**src/rtl/dbt_pkg.sv**
```systemverilog
package dbt_pkg;

  localparam logic [3:0] MODE_A_ONLY      = 4'd0;
  localparam logic [3:0] MODE_A_OR_B      = 4'd1;
  localparam logic [3:0] MODE_A_THEN_B    = 4'd2;
  localparam logic [3:0] MODE_EV_B        = 4'd3;
  localparam logic [3:0] MODE_A_THEN_EV_B = 4'd4;
  localparam logic [3:0] MODE_DATA_EQ     = 4'd5;
  localparam logic [3:0] MODE_DATA_NE     = 4'd6;
  localparam logic [3:0] MODE_IN_RANGE    = 4'd7;
  localparam logic [3:0] MODE_OUT_RANGE   = 4'd8;

  localparam int         CTRL_W     = 8;
  localparam logic [7:0] CTRL_WMASK = 8'hCF;

  typedef struct packed {
    logic       exec_qual;
    logic       start_on_trig;
    logic [1:0] zero_bits;
    logic [3:0] mode;
  } ctrl_t;

  typedef struct packed {
    logic a;
    logic b;
    logic deq;
    logic dne;
    logic inr;
    logic outr;
  } hit_t;

  function automatic logic mode_event_only(input logic [3:0] m);
    return (m == MODE_EV_B) || (m == MODE_A_THEN_EV_B);
  endfunction

  function automatic logic mode_tag_capable(input logic [3:0] m);
    return m <= MODE_A_THEN_B;
  endfunction

  function automatic logic mode_defined(input logic [3:0] m);
    return m <= MODE_OUT_RANGE;
  endfunction

endpackage

```
**src/rtl/dbt_ctrl_reg.sv**
```systemverilog
module dbt_ctrl_reg
  import dbt_pkg::*;
(
  input  logic              clk,
  input  logic              rst,
  input  logic              wr_en,
  input  logic [CTRL_W-1:0] wr_data,
  input  logic              armed,
  output ctrl_t             ctrl,
  output logic [CTRL_W-1:0] rd_data
);

  ctrl_t ctrl_q;

  always_ff @(posedge clk) begin
    if (rst) begin
      ctrl_q <= '0;
    end else if (wr_en && !armed) begin
      ctrl_q <= ctrl_t'(wr_data & CTRL_WMASK);
    end
  end

  assign ctrl    = ctrl_q;
  assign rd_data = ctrl_q;

  // unimplemented bits never hold a one
  p_zero_bits_r1: assert property (@(posedge clk) disable iff (rst)
    ctrl_q.zero_bits == 2'b00);

  // configuration is frozen while armed
  p_locked_when_armed_r2: assert property (@(posedge clk) disable iff (rst)
    armed |=> $stable(ctrl_q));

endmodule

```
**src/rtl/dbt_match.sv**
```systemverilog
module dbt_match
  import dbt_pkg::*;
#(
  parameter int AW = 16,
  parameter int DW = 8
) (
  input  logic          acc,
  input  logic [AW-1:0] addr,
  input  logic [DW-1:0] data,
  input  logic [AW-1:0] cmp_a,
  input  logic [AW-1:0] cmp_b,
  output hit_t          hits
);

  logic [DW-1:0] data_ref;
  logic          at_a;
  logic          at_b;
  logic          ge_a;
  logic          le_b;

  generate
    if (DW <= AW) begin : g_ref_slice
      assign data_ref = cmp_b[DW-1:0];
    end else begin : g_ref_extend
      assign data_ref = {{(DW-AW){1'b0}}, cmp_b};
    end
  endgenerate

  assign at_a = (addr == cmp_a);
  assign at_b = (addr == cmp_b);
  assign ge_a = (addr >= cmp_a);
  assign le_b = (addr <= cmp_b);

  always_comb begin
    hits.a    = acc && at_a;
    hits.b    = acc && at_b;
    hits.deq  = acc && at_a && (data == data_ref);
    hits.dne  = acc && at_a && (data != data_ref);
    hits.inr  = acc && ge_a && le_b;
    hits.outr = acc && (!ge_a || !le_b);
  end

endmodule

```
**src/rtl/dbt_tag.sv**
```systemverilog
module dbt_tag
  import dbt_pkg::*;
(
  input  logic       clk,
  input  logic       rst,
  input  logic       armed,
  input  logic       exec_qual,
  input  logic [3:0] mode,
  input  logic       fetch,
  input  logic       exec,
  input  logic       flush,
  input  logic       raw_a,
  input  logic       raw_b,
  output logic       q_a,
  output logic       q_b
);

  logic tag_en;
  logic pend_a_q;
  logic pend_b_q;

  assign tag_en = exec_qual && mode_tag_capable(mode);

  always_ff @(posedge clk) begin
    if (rst || !armed || !tag_en) begin
      pend_a_q <= 1'b0;
      pend_b_q <= 1'b0;
    end else if (fetch && (raw_a || raw_b)) begin
      pend_a_q <= raw_a;
      pend_b_q <= raw_b;
    end else if (exec || flush) begin
      pend_a_q <= 1'b0;
      pend_b_q <= 1'b0;
    end
  end

  always_comb begin
    if (tag_en) begin
      q_a = pend_a_q && exec;
      q_b = pend_b_q && exec;
    end else begin
      q_a = raw_a;
      q_b = raw_b;
    end
  end

  // a flush without a new fetch leaves nothing pending to fire later
  p_flush_drops_r8: assert property (@(posedge clk) disable iff (rst)
    (tag_en && flush && !fetch) |=> !(pend_a_q || pend_b_q));

  // in tag mode, qualified hits only appear with an execution report
  p_hit_needs_exec_r8: assert property (@(posedge clk) disable iff (rst)
    (tag_en && (q_a || q_b)) |-> exec);

endmodule

```
**src/rtl/dbt_capture.sv**
```systemverilog
module dbt_capture
  import dbt_pkg::*;
#(
  parameter int AW    = 16,
  parameter int DW    = 8,
  parameter int DEPTH = 8
) (
  input  logic          clk,
  input  logic          rst,
  input  logic [3:0]    mode,
  input  logic          start_on_trig,
  input  logic          q_a,
  input  logic          q_b,
  input  logic          hit_deq,
  input  logic          hit_dne,
  input  logic          hit_inr,
  input  logic          hit_outr,
  input  logic          acc,
  input  logic [AW-1:0] bus_addr,
  input  logic [DW-1:0] bus_data,
  input  logic          arm_wr_en,
  input  logic          arm_wr_val,
  output logic          trig_o,
  output logic          store_o,
  output logic [AW-1:0] store_addr_o,
  output logic [DW-1:0] store_data_o,
  output logic          done_o,
  output logic          armed_o
);

  localparam int            CW   = $clog2(DEPTH + 1);
  localparam logic [CW-1:0] LAST = CW'(DEPTH - 1);

  logic          armed_q, done_q, aseen_q, started_q;
  logic [CW-1:0] cnt_q;
  logic          trig_q, store_q;
  logic [AW-1:0] saddr_q;
  logic [DW-1:0] sdata_q;

  logic          cond, evt, evonly, begin_eff, mode_ok;
  logic          trig_c, store_c, finish_c;
  logic          armed_n, done_n, aseen_n, started_n;
  logic [CW-1:0] cnt_n;

  assign evonly    = mode_event_only(mode);
  assign begin_eff = start_on_trig || evonly;
  assign mode_ok   = mode_defined(mode);

  always_comb begin
    case (mode)
      MODE_A_ONLY:      cond = q_a;
      MODE_A_OR_B:      cond = q_a || q_b;
      MODE_A_THEN_B:    cond = aseen_q && q_b;
      MODE_EV_B:        cond = q_b;
      MODE_A_THEN_EV_B: cond = aseen_q && q_b;
      MODE_DATA_EQ:     cond = hit_deq;
      MODE_DATA_NE:     cond = hit_dne;
      MODE_IN_RANGE:    cond = hit_inr;
      MODE_OUT_RANGE:   cond = hit_outr;
      default:          cond = 1'b0;
    endcase
    evt = armed_q && cond;
  end

  always_comb begin
    trig_c   = 1'b0;
    store_c  = 1'b0;
    finish_c = 1'b0;
    if (armed_q) begin
      if (evonly) begin
        trig_c  = evt;
        store_c = evt;
      end else if (begin_eff) begin
        trig_c  = evt && !started_q;
        store_c = acc && (started_q || evt);
      end else begin
        trig_c  = evt;
        store_c = acc;
      end
      if (begin_eff) begin
        finish_c = store_c && (cnt_q == LAST);
      end else begin
        finish_c = evt;
      end
    end
  end

  always_comb begin
    armed_n   = armed_q;
    done_n    = done_q;
    cnt_n     = cnt_q;
    started_n = started_q;
    aseen_n   = armed_q && (aseen_q || q_a);
    if (begin_eff && store_c) begin
      cnt_n = cnt_q + 1'b1;
    end
    if (begin_eff && evt) begin
      started_n = 1'b1;
    end
    if (finish_c) begin
      armed_n = 1'b0;
      done_n  = 1'b1;
    end
    if (arm_wr_en) begin
      armed_n = arm_wr_val;
      aseen_n = 1'b0;
      if (arm_wr_val) begin
        done_n    = 1'b0;
        cnt_n     = '0;
        started_n = 1'b0;
      end
    end
  end

  always_ff @(posedge clk) begin
    if (rst) begin
      armed_q   <= 1'b0;
      done_q    <= 1'b0;
      aseen_q   <= 1'b0;
      started_q <= 1'b0;
      cnt_q     <= '0;
      trig_q    <= 1'b0;
      store_q   <= 1'b0;
      saddr_q   <= '0;
      sdata_q   <= '0;
    end else begin
      armed_q   <= armed_n;
      done_q    <= done_n;
      aseen_q   <= aseen_n;
      started_q <= started_n;
      cnt_q     <= cnt_n;
      trig_q    <= trig_c;
      store_q   <= store_c;
      if (store_c) begin
        saddr_q <= bus_addr;
        sdata_q <= bus_data;
      end
    end
  end

  assign trig_o       = trig_q;
  assign store_o      = store_q;
  assign store_addr_o = saddr_q;
  assign store_data_o = sdata_q;
  assign done_o       = done_q;
  assign armed_o      = armed_q;

  // stores only follow an armed cycle
  p_store_when_armed_r12: assert property (@(posedge clk) disable iff (rst)
    store_q |-> $past(armed_q));

  // completion always leaves the unit disarmed
  p_done_disarms_r12: assert property (@(posedge clk) disable iff (rst)
    $rose(done_q) |-> !armed_q);

  // no trigger follows a cycle with an undefined mode
  p_no_undef_trig_r7: assert property (@(posedge clk) disable iff (rst)
    trig_q |-> $past(mode_ok));

  // run length never exceeds the buffer depth
  p_count_bound_r9: assert property (@(posedge clk) disable iff (rst)
    cnt_q <= CW'(DEPTH));

  // every event-only trigger carries its store
  p_event_store_pair_r11: assert property (@(posedge clk) disable iff (rst)
    (trig_q && $past(evonly)) |-> store_q);

endmodule

```
**src/rtl/dbt_trigger_unit.sv**
```systemverilog
module dbt_trigger_unit
  import dbt_pkg::*;
#(
  parameter int AW    = 16,
  parameter int DW    = 8,
  parameter int DEPTH = 8
) (
  input  logic          clk,
  input  logic          rst,
  input  logic          cfg_wr_en,
  input  logic [7:0]    cfg_wr_data,
  output logic [7:0]    cfg_rd_data,
  input  logic          arm_wr_en,
  input  logic          arm_wr_val,
  input  logic [AW-1:0] cmp_a_addr,
  input  logic [AW-1:0] cmp_b_addr,
  input  logic [AW-1:0] bus_addr,
  input  logic [DW-1:0] bus_data,
  input  logic          bus_rd,
  input  logic          bus_wr,
  input  logic          bus_fetch,
  input  logic          core_exec,
  input  logic          core_flush,
  output logic          trig_pulse,
  output logic          store_en,
  output logic [AW-1:0] store_addr,
  output logic [DW-1:0] store_data,
  output logic          capture_done,
  output logic          armed
);

  ctrl_t ctrl;
  hit_t  hits;
  logic  acc;
  logic  q_a, q_b;
  logic  armed_int;

  assign acc   = bus_rd || bus_wr || bus_fetch;
  assign armed = armed_int;

  dbt_ctrl_reg u_ctrl (
    .clk     (clk),
    .rst     (rst),
    .wr_en   (cfg_wr_en),
    .wr_data (cfg_wr_data),
    .armed   (armed_int),
    .ctrl    (ctrl),
    .rd_data (cfg_rd_data)
  );

  dbt_match #(.AW(AW), .DW(DW)) u_match (
    .acc   (acc),
    .addr  (bus_addr),
    .data  (bus_data),
    .cmp_a (cmp_a_addr),
    .cmp_b (cmp_b_addr),
    .hits  (hits)
  );

  dbt_tag u_tag (
    .clk       (clk),
    .rst       (rst),
    .armed     (armed_int),
    .exec_qual (ctrl.exec_qual),
    .mode      (ctrl.mode),
    .fetch     (bus_fetch),
    .exec      (core_exec),
    .flush     (core_flush),
    .raw_a     (hits.a),
    .raw_b     (hits.b),
    .q_a       (q_a),
    .q_b       (q_b)
  );

  dbt_capture #(.AW(AW), .DW(DW), .DEPTH(DEPTH)) u_capture (
    .clk           (clk),
    .rst           (rst),
    .mode          (ctrl.mode),
    .start_on_trig (ctrl.start_on_trig),
    .q_a           (q_a),
    .q_b           (q_b),
    .hit_deq       (hits.deq),
    .hit_dne       (hits.dne),
    .hit_inr       (hits.inr),
    .hit_outr      (hits.outr),
    .acc           (acc),
    .bus_addr      (bus_addr),
    .bus_data      (bus_data),
    .arm_wr_en     (arm_wr_en),
    .arm_wr_val    (arm_wr_val),
    .trig_o        (trig_pulse),
    .store_o       (store_en),
    .store_addr_o  (store_addr),
    .store_data_o  (store_data),
    .done_o        (capture_done),
    .armed_o       (armed_int)
  );

endmodule

```
**config.mk**
```make
export PLATFORM = sky130hd
export DESIGN_NAME = dbt_trigger_unit
export DESIGN_NICKNAME = d
export VERILOG_FILES = /design/src/rtl/dbt_pkg.sv /design/src/rtl/dbt_ctrl_reg.sv /design/src/rtl/dbt_match.sv /design/src/rtl/dbt_tag.sv /design/src/rtl/dbt_capture.sv /design/src/rtl/dbt_trigger_unit.sv
export SDC_FILE = /design/constraint.sdc
export NUM_CORES = 1
export LEC_CHECK = 0
export ABC_AREA = 1
export BUFFER_PORTS_ARGS = -buffer_cell sky130_fd_sc_hd__clkbuf_2
export CORE_UTILIZATION = 40
export CTS_BUF_LIST = sky130_fd_sc_hd__clkbuf_2 sky130_fd_sc_hd__clkbuf_4 sky130_fd_sc_hd__clkbuf_8
export CTS_CLUSTER_DIAMETER = 40
export CTS_CLUSTER_SIZE = 30
export DETAILED_ROUTE_END_ITERATION = 8
export PLACE_DENSITY_LB_ADDON = 0.08
export SYNTH_ARGS = -nofsm -noshare
export SYNTH_HDL_FRONTEND = slang
export SYNTH_SLANG_ARGS = --single-unit
export TNS_END_PERCENT = 100
```
**constraint.sdc**
```tcl
create_clock -name clk -period 4 [get_ports clk]
set_input_delay 0.8 -clock clk [delete_from_list [all_inputs] [get_ports clk]]
set_output_delay 0.8 -clock clk [all_outputs]
set_load 0.005 [all_outputs]
```
==> results.tsv, run 1 <==
metric	value	unit
max_cap viols	0	
PwrDens	277.7	nW/um^2
clock buffer depth	2	
critical path, cell by cell	clkbuf_2 > inv_1 > ha_1 > nand2_1 > nor2_2 > nand2_1 > nor2_1 > nand3b_1 > nand2_1 > inv_1 > a21oi_1 > nor2_1 > nand2_1 > nand2_2 > nand2_2 > nand3_4 > buf_4 > nor2_4 > inv_1 > nor2_1 > nor2_1	
dpl cells	615	
Die Height	87.85	um
I/O pin cnt	110	
Worst-Skew Late Latency	300	ps
number of setup buffers added after CTS	0	
clock sinks	42	
Worst setup SP type	input pin	
Post-DRT Antenna Nets	0	
Hold Vio Cnt, Final	0	
Setup-failing EPs final	0	
Crit path max-delay family	simple AND/OR/NAND/NOR gates	
global-route wire length before repair	11580	um
Cell variety after synth	28	
Port Buffers	105	
cts hold-fix bufs	0	
Final Skew	11.00	ps
post-route setup slack	1002	ps
Setup WS pre-CTS	693.4	ps
DRT iter0 DRCs	63	
largest net degree at the start of global routing	28	
critical path arrival	3190	ps
CTS root buf	clkbuf_8	
syn_area_per_cell	6.969	sq um
fin. max-slew vios	0	
Global Route Usage Sum	19.17	%
Max Clk Rate	333.6	MHz
sequential share of the synthesized area	28.52	%
antenna violations before repair	0	
Antenna diodes	0	
crit path max fanout	19	
critical path required time	4190	ps
post-route insts no fill	623	
Die Wd	87.85	um
Area growth, synth to finish	23.05	%
outcome	finished clean	
Resize count post-CTS	0	
TritonCTS clock tree	done	
RSZ-0062 raised after global routing	false	
commonest non-fill, non-tap cell in the layout	nand2_1	
worst vdd ir	167.8	uV
Detail Placement HPWL	5511	um
Synth Instances	423	
Finished Core Util	52.23	%
vias post-DR	2792	
mapped cell area	2948	sq um
drt wl/cell	10.98	um
crit end category	flop	
post-layout net count	633	
#FFs+latches synth	42	
number of synthesized flops with an enable pin	0	
final WL	6838	um
Via density	4.482	
CP peak stage delay	280	ps
slowest CP cell	ha_1	
clock transition at the registers of the reported paths	70	ps
total grt overflow	0	
CP Class	input pin to flop	
layout cells sized above 1	30.93	%
Worst Hold Class	flop to flop	
Synth async-reset ratio	0	%
Routability Congestion	0.8559	
min Tclk post-route	2998	ps
vias in the first global route	2650	
Pre-antenna DRT Iters	4	
most common flop cell mapped by yosys	dfxtp_1	
commonest cells after routing, fill and taps aside	nand2_1, clkbuf_2, inv_1, dfxtp_1, ha_1	
CTS HTree Levels	2	
setup TNS	0	ps
cts bufs inserted	5	
core area	6944	sq um
LEAKAGE	1.923	nW
Site Rows	30	
synth warn	0	
full die area	7717	sq um
Residual DRC	0	
Starting Density	42.45	%
Final period util	74.94	%
Bufs and invs on worst path	5	
[sequential cells by signal, summed over array words and instances, names as in the netlist]
register / flops
u_tag.pend_a_q: 1
u_ctrl.ctrl: 6
u_capture.armed_o: 1
u_capture.cnt_q: 4
u_capture.done_o: 1
u_capture.aseen_q: 1
u_capture.store_data_o: 8
u_capture.trig_o: 1
u_capture.store_o: 1
u_capture.started_q: 1
u_capture.store_addr_o: 16
u_tag.pend_b_q: 1
[cells by family after synthesis]
| kind of cell | count (synthesis) | synth area share [%] |
|---|---|---|
| and+or+nand+nor | 192 | 28.74 |
| DFF | 42 | 28.52 |
| other | 1 | 0.1272 |
| buffers and inverters | 80 | 11.97 |
| adders and majority gates | 33 | 14.01 |
| AOI/OAI and AO/OA | 66 | 13.96 |
| xor gates and xnor gates | 9 | 2.674 |
[path summary, 6_finish.rpt]
path	cells after the start	start	to	slack, ps
setup reg to reg	18	u_ctrl.ctrl[0]	u_capture.cnt_q[1]	1590
setup / recovery	21	cmp_a_addr[15]	u_capture.cnt_q[1]	1000
hold reg to reg	2	u_capture.done_o	u_capture.done_o	460
hold / removal	2	u_capture.done_o	u_capture.done_o	460
[layout make-up]
cell class                      instances  area (sq um)
Multi-Input combinational cell        302          1758
Sequential cell                        42         840.8
Tap cell                               96         120.1
Fill cell                             741          3317
Inverter                               68         257.7
Timing Repair Buffer                  107         540.5
Clock buffer                            8         110.1
[metrics by stage]
| step | hold WS (ps) | area, sq um | total power [mW] |
|---|---|---|---|
| 4_1_cts | 459.3 | 3627 | 1.024 |
| 3_5_place_dp | 447.0 | 3517 | 0.6943 |
| 3_3_place_gp | 444.9 | 3517 | 0.6895 |
| 6_report | 461.0 | 3627 | 1.007 |
| 5_1_grt | 485.6 | 3627 | 1.081 |
| 2_1_floorplan | 435.1 | 2952 | 0.6080 |
[tightest hold or removal path, delay by kind of cell (launching register included)]
kind	cells	cell delay [ps]
compound gates	1	60
buf+inv	1	40
flops	1	310
[routing by layer]
metal	track usage (%)	share of wire, %
met3	3.487	4.7
met5	0	0
met1	24.17	48
met4	4.918	0.89
met2	33.54	46
[cell usage after synthesis (4+ instances only)]
cell type,instances,area (sq um)
ha_1,33,412.9
o21ai_0,14,70.07
buf_4,4,30.03
a21oi_2,19,166.4
nand2_1,112,420.4
dfxtp_1,42,840.8
xnor2_1,8,70.07
inv_1,67,251.5
nand3_1,17,85.08
clkbuf_1,4,15.01
nor2_1,28,105.1
nand2_2,21,131.4
nor2_2,5,31.28
a21oi_1,29,145.1
[power breakdown]
group	switching [mW]	internal, mW
clock network	0.151	0.174
logic	0.137	0.0992
registers	0.0119	0.434
(Power assumes the default switching activity.)
==> run 2, diff against run 1 <==
clock period = 3.1 ns   (was 4 ns; I/O delays follow)
==> results.tsv, run 2 (same netlist as run 1, synthesis figures left out) <==
metric	value	unit	change
Area growth, synth to finish	23.17	%	was 23.05%
Setup WS pre-CTS	230.4	ps	was 693.4 ps
Die Height	87.85	um	unchanged
Worst Hold Class	flop to flop		unchanged
clock buffer depth	2		unchanged
drt wl/cell	11.24	um	was 10.98 um
Final period util	81.94	%	
TritonCTS clock tree	done		unchanged
met2 Usage GRT	33.05	%	was 33.54%
worst vdd ir	185.9	uV	was 167.8 uV
layout cells sized above 1	31.19	%	was 30.93%
Min Hold Slack	461.8	ps	was 461.0 ps
Post-DRT Antenna Nets	0		unchanged
outcome	finished clean		unchanged
vias post-DR	2866		was 2,792
max_cap viols	0		unchanged
PwrDens	340.9	nW/um^2	was 277.7 nW/um^2
crit end category	flop		unchanged
vias in the first global route	2701		was 2,650
cts bufs inserted	5		unchanged
crit path max fanout	9		was 19
Site Rows	30		unchanged
global route hottest layer	met2		unchanged
fin. max-slew vios	0		unchanged
global-route wire length before repair	11590	um	was 11,580 um
Worst setup SP type	input pin		unchanged
Worst-Skew Late Latency	300	ps	about the same
full die area	7717	sq um	unchanged
clock transition at the registers of the reported paths	80	ps	was 70 ps
Routability Congestion	0.8149		was 0.8559
I/O pin cnt	110		unchanged
Via density	4.586		was 4.482
Residual DRC	0		unchanged
Starting Density	42.45	%	unchanged
number of setup buffers added after CTS	0		unchanged
Setup-failing EPs final	0		unchanged
critical path required time	3330	ps	was 4190 ps
final WL	7022	um	was 6838 um
Antenna diodes	0		unchanged
critical path arrival	2770	ps	was 3190 ps
GR Util met1	24.50	%	was 24.17%
Die Wd	87.85	um	unchanged
post-layout net count	636		was 633
largest net degree at the start of global routing	27		was 28
Pre-antenna DRT Iters	4		unchanged
total grt overflow	0		unchanged
commonest cells after routing, fill and taps aside	nand2_1, clkbuf_2, inv_1, dfxtp_1, ha_1		unchanged
Final Skew	9.156	ps	was 11.00 ps
min Tclk post-route	2540	ps	
Max Clk Rate	393.7	MHz	
Detail Placement HPWL	5690	um	was 5511 um
Resize count post-CTS	0		unchanged
M3 GR Usage	3.582	%	was 3.487%
Hold Vio Cnt, Final	0		unchanged
cts hold-fix bufs	0		unchanged
post-route setup slack	559.9	ps	was 1002 ps
LEAKAGE	1.927	nW	was 1.923 nW
max reg flops	16		unchanged
setup TNS	0	ps	unchanged
antenna violations before repair	0		unchanged
RSZ-0062 raised after global routing	false		unchanged
Global Route Usage Sum	19.06	%	was 19.17%
Layout fillers	743		was 741
core area	6944	sq um	unchanged
CTS HTree Levels	2		unchanged
CP Class	input pin to flop		unchanged
commonest non-fill, non-tap cell in the layout	nand2_1		unchanged
Port Buffers	105		unchanged
CTS root buf	clkbuf_8		unchanged
DRT iter0 DRCs	80		was 63
clock sinks	42		unchanged
-- run 2: changes by cell type in the layout (fill, tap and decap cells not counted) --
cell and change:
clkbuf_8 -3, buf_4 +2, clkinv_2 +2, buf_12 +1
-- run 2: where the power goes --
group | leakage [nW] | internal (mW) | switching [mW]
Sequential | 0.341 | 0.561 | 0.0153
Combinational | 1.54 | 0.133 | 0.178
Clock | 0.0438 | 0.152 | 0.200
-- run 2: critical path, stage by stage --
cell,delay [ps]
clkbuf_2,110
ha_1,290
nand2_1,70
nor2_2,150
nand2_1,100
nor2_2,150
nand3_1,90
nand2_1,90
nand2_1,50
a21oi_1,150
nor2_1,50
nand2_1,70
nand2_2,70
nand2_2,100
nand3_4,100
inv_4,90
buf_4,190
nand2_1,70
a21oi_1,130
-- run 2: worst paths after layout --
| kind | startpoint | endpoint | slack, ps | depth (start not counted) |
|---|---|---|---|---|
| worst min-delay path | u_capture.done_o | u_capture.done_o | 460 | 2 |
| worst max register to register | u_ctrl.ctrl[2] | u_capture.store_addr_o[14] | 980 | 16 |
| worst min register to register | u_capture.done_o | u_capture.done_o | 460 | 2 |
| worst max-delay path | bus_addr[15] | u_capture.store_addr_o[14] | 560 | 19 |
-- run 2: area by class of cell --
| class | count | area, sq um | area share [%] |
|---|---|---|---|
| clock buffers | 5 | 68.82 | 1.895 |
| clock inverters | 2 | 10.01 | 0.2757 |
| inverters | 68 | 257.7 | 7.099 |
| multi-input cells | 302 | 1758 | 48.42 |
| flip-flops and latches | 42 | 840.8 | 23.16 |
| well taps | 96 | 120.1 | 3.308 |
| repair buffers | 110 | 575.6 | 15.85 |
-- run 2: per-layer routing --
layer,share of wire [%],vias to the layer above
met5,0,-
met4,1.0,0
met3,5.6,7
met2,46,77
met1,48,1252
li1,-,1530
-- run 2: stage by stage --
stage | power, mW | cells | area [sq um] | util (%)
floorplan | 0.7846 | 424 | 2952 | -
global placement | 0.8957 | 618 | 3552 | 51.15
detailed placement | 0.9020 | 618 | 3552 | 51.15
CTS | 1.256 | 625 | 3631 | 52.29
global route | 1.323 | 625 | 3631 | 52.29
finish | 1.238 | 625 | 3631 | 52.29
==> run 3, diff against run 2 <==
ABC_AREA = 0   (was 1)
clock period = 2.15 ns   (was 3.1 ns; I/O delays follow)
==> results.tsv, run 3 <==
metric	value	unit	change
outcome	complete, but fails checks		was finished clean
failing checks	setup timing		
total grt overflow	0		unchanged
most common flop cell mapped by yosys	dfxtp_1		unchanged
post-layout net count	595		was 636
Layout fillers	597		was 743
worst vdd ir	328.2	uV	was 185.9 uV
Final Skew	8.233	ps	was 9.156 ps
Worst setup SP type	input pin		unchanged
worst flop-to-flop path endpoint	u_capture.store_addr_o[6]		was u_capture.store_addr_o[14]
syn_area_per_cell	8.425	sq um	was 6.969 sq um
global-route wire length before repair	12230	um	was 11,590 um
Min-Delay Path Depth	3		was 2
Worst-Skew Late Latency	300	ps	about the same
count leader, synth	nor2_1		was nand2_1
commonest non-fill, non-tap cell in the layout	clkbuf_2		was nand2_1
critical path, cell by cell	buf_6 > inv_4 > ha_4 > a21oi_2 > o21ai_2 > a221o_1 > nor4_4 > o211ai_1 > buf_4 > a21oi_4 > nor2_4 > buf_6 > buf_6 > mux2i_1 > nor2_1		was clkbuf_2 > ha_1 > nand2_1 > nor2_2 > nand2_1 > nor2_2 > nand3_1 > nand2_1 > nand2_1 > a21oi_1 > nor2_1 > nand2_1 > nand2_2 > nand2_2 > nand3_4 > inv_4 > buf_4 > nand2_1 > a21oi_1
min Tclk post-route	2499	ps	
TritonCTS clock tree	done		unchanged
synth warn	0		unchanged
drt wl/cell	13.15	um	was 11.24 um
worst min-delay path startpoint	cfg_wr_data[7]		was u_capture.done_o
Residual DRC	0		unchanged
Post-synth top cells	nor2_1, dfxtp_1, inv_1		was nand2_1, inv_1, dfxtp_1
ranking of synthesized cells by area	dfxtp_1, ha_1, mux2i_1		was dfxtp_1, nand2_1, ha_1
top cell type's share of synthesized area	29.88	%	was 28.52%
Area growth, synth to finish	55.05	%	was 23.17%
Global Route Usage Sum	21.05	%	was 19.06%
max reg flops	16		unchanged
Tightest Pin Transition	677.5	ps	
clock transition at the registers of the reported paths	80	ps	about the same
LEAKAGE	2.185	nW	was 1.927 nW
main combinational cell family by area after synthesis	simple AND/OR/NAND/NOR gates		unchanged
Die Wd	85.88	um	was 87.85 um
Worst Hold Class	input pin to flop		was flop to flop
fin. max-slew vios	0		unchanged
core area	6794	sq um	was 6944 sq um
Compound-Gate Fraction of Synth Area	14.45	%	was 13.96%
Hold Vio Cnt, Final	0		unchanged
full die area	7375	sq um	was 7717 sq um
setup TNS	-8675	ps	was 0 ps
Routability Congestion	0.8482		was 0.8149
max_cap viols	0		unchanged
RSZ-0062 raised after global routing	true		was false
mapped cell area	2814	sq um	was 2948 sq um
post-synthesis mux area share	10.49	%	was 0%
CP Class	input pin to flop		unchanged
Pre-antenna DRT Iters	4		unchanged
largest net degree at the start of global routing	19		was 27
vias post-DR	2858		was 2,866
#FFs+latches synth	42		unchanged
xor/xnor share of the synthesized area	2.801	%	was 2.674%
Post-Synth Simple-Gate Area	19.74	%	was 28.74%
clock buffer depth	2		unchanged
R2R Path Start	u_ctrl.ctrl[1]		was u_ctrl.ctrl[2]
CTS HTree Levels	2		unchanged
area leader, netlist	dfxtp_1		unchanged
Relative slew margins	54.74	%	
Cell variety after synth	51		was 28
Max Clk Rate	400.2	MHz	
cts bufs inserted	5		unchanged
CTS root buf	clkbuf_8		unchanged
antenna violations before repair	0		unchanged
crit path max fanout	4		was 9
number of synthesized flops with an enable pin	0		unchanged
Port Buffers	105		unchanged
cts hold-fix bufs	0		unchanged
slowest CP cell	a221o_1		was ha_1
Finished Core Util	64.22	%	was 52.29%
clock sinks	42		unchanged
final WL	7690	um	was 7022 um
Reg2Reg Depth	12		was 16
Setup-failing EPs final	32		was 0
PwrDens	471.6	nW/um^2	was 340.9 nW/um^2
reg-to-reg slack, setup	-170	ps	was 980 ps
critical path arrival	2680	ps	was 2770 ps
Final period util	116.2	%	
layout cells sized above 1	46.01	%	was 31.19%
crit end category	flop		unchanged
Starting Density	41.42	%	was 42.45%
critical path required time	2330	ps	was 3330 ps
Detail Placement HPWL	6143	um	was 5690 um
dpl cells	573		was 618
Synth async-reset ratio	0	%	unchanged
Synth Instances	334		was 423
DRT iter0 DRCs	51		was 80
sequential share of the synthesized area	29.88	%	was 28.52%
commonest cells after routing, fill and taps aside	clkbuf_2, buf_4, nor2_1, dfxtp_1, mux2i_1		was nand2_1, clkbuf_2, inv_1, dfxtp_1, ha_1
Site Rows	30		unchanged
Synth Area in Adders	14.67	%	was 14.01%
post-route setup slack	-349.0	ps	was 559.9 ps
vias in the first global route	2771		was 2,701
CP peak stage delay	350	ps	was 290 ps
post-route insts no fill	585		was 625
crit-path most repeated cell	buf_6		was nand2_1
Via density	4.885		was 4.586
Antenna diodes	0		unchanged
I/O pin cnt	110		unchanged
Die Height	85.88	um	was 87.85 um
Hold Path End	u_ctrl.ctrl[7]		was u_capture.done_o
Post-DRT Antenna Nets	0		unchanged
-- run 3: area by class of cell --
type                       instances  area [sq um]  area share, %
clock inverter                     3         40.04         0.9177
sequential                        42         840.8          19.27
tap                               96         120.1          2.753
timing repair buffer             159          1090          24.98
multi-input combinational        245          2059          47.20
inverter                          35         143.9          3.298
clock buffer                       5         68.82          1.577
-- run 3: worst max-delay path: cells and delay by family --
kind / cells / cell delay [ps]
adders and majority gates: 1 / 230
muxes: 1 / 140
AOI/OAI and AO/OA: 5 / 910
buffers and inverters: 5 / 510
and+or+nand+nor: 3 / 430
-- run 3: logic make-up after synthesis --
kind of cell / count (synthesis)
xor+xnor: 9
other cells: 1
flops: 42
fa+ha+maj: 33
simple gates: 111
mux: 29
compound gates: 61
buf+inv: 48
-- run 3: where the power goes --
part	internal, mW	leakage, nW	total (mW)	switching, mW
sequential	0.808	0.341	0.828	0.0202
combinational	0.323	1.79	0.596	0.273
clock	0.342	0.0579	0.633	0.291
total	1.47	2.19	2.06	0.584
-- run 3: routing by layer --
metal	vias up	share of wire (%)	GRT usage, %
met5	-	0	0
met4	0	1.5	6.061
met3	12	6.5	5.775
met2	80	48	35.14
met1	1294	44	26.51
li1	1472	-	-
-- run 3: worst max path at each step --
| stage | start | to | slack (ps) | cells past startpoint |
|---|---|---|---|---|
| global placement | bus_addr[10] | u_capture.cnt_q[2] | -680 | 12 |
| finish | cmp_b_addr[7] | u_capture.store_addr_o[6] | -350 | 15 |
| CTS | cmp_b_addr[1] | u_capture.cnt_q[2] | -340 | 13 |
| floorplan | bus_addr[15] | u_capture.cnt_q[2] | -450 | 10 |
| global route | cmp_b_addr[5] | u_capture.store_addr_o[5] | -510 | 15 |
| detailed placement | bus_addr[15] | u_capture.cnt_q[1] | -760 | 13 |
-- run 3: timing repair --
action | in CTS | in global routing
resized for setup | 27 | 58
cloned | 1 | 0
pin swaps | 19 | 26
setup buffers | 5 | 1
endpoints found under the setup margin | 33 | 33
-- run 3: through the flow --
step	setup WS (ps)	hold WS, ps	total power, mW	instance area, sq um
after detailed placement	-763.5	460.0	1.363	3910
final	-349.0	347.8	2.058	4363
after global placement	-680.1	450.6	1.355	3910
after CTS	-335.9	348.5	2.045	4222
after floorplan	-452.8	435.0	1.118	2965
after global routing	-514.8	353.6	2.174	4363
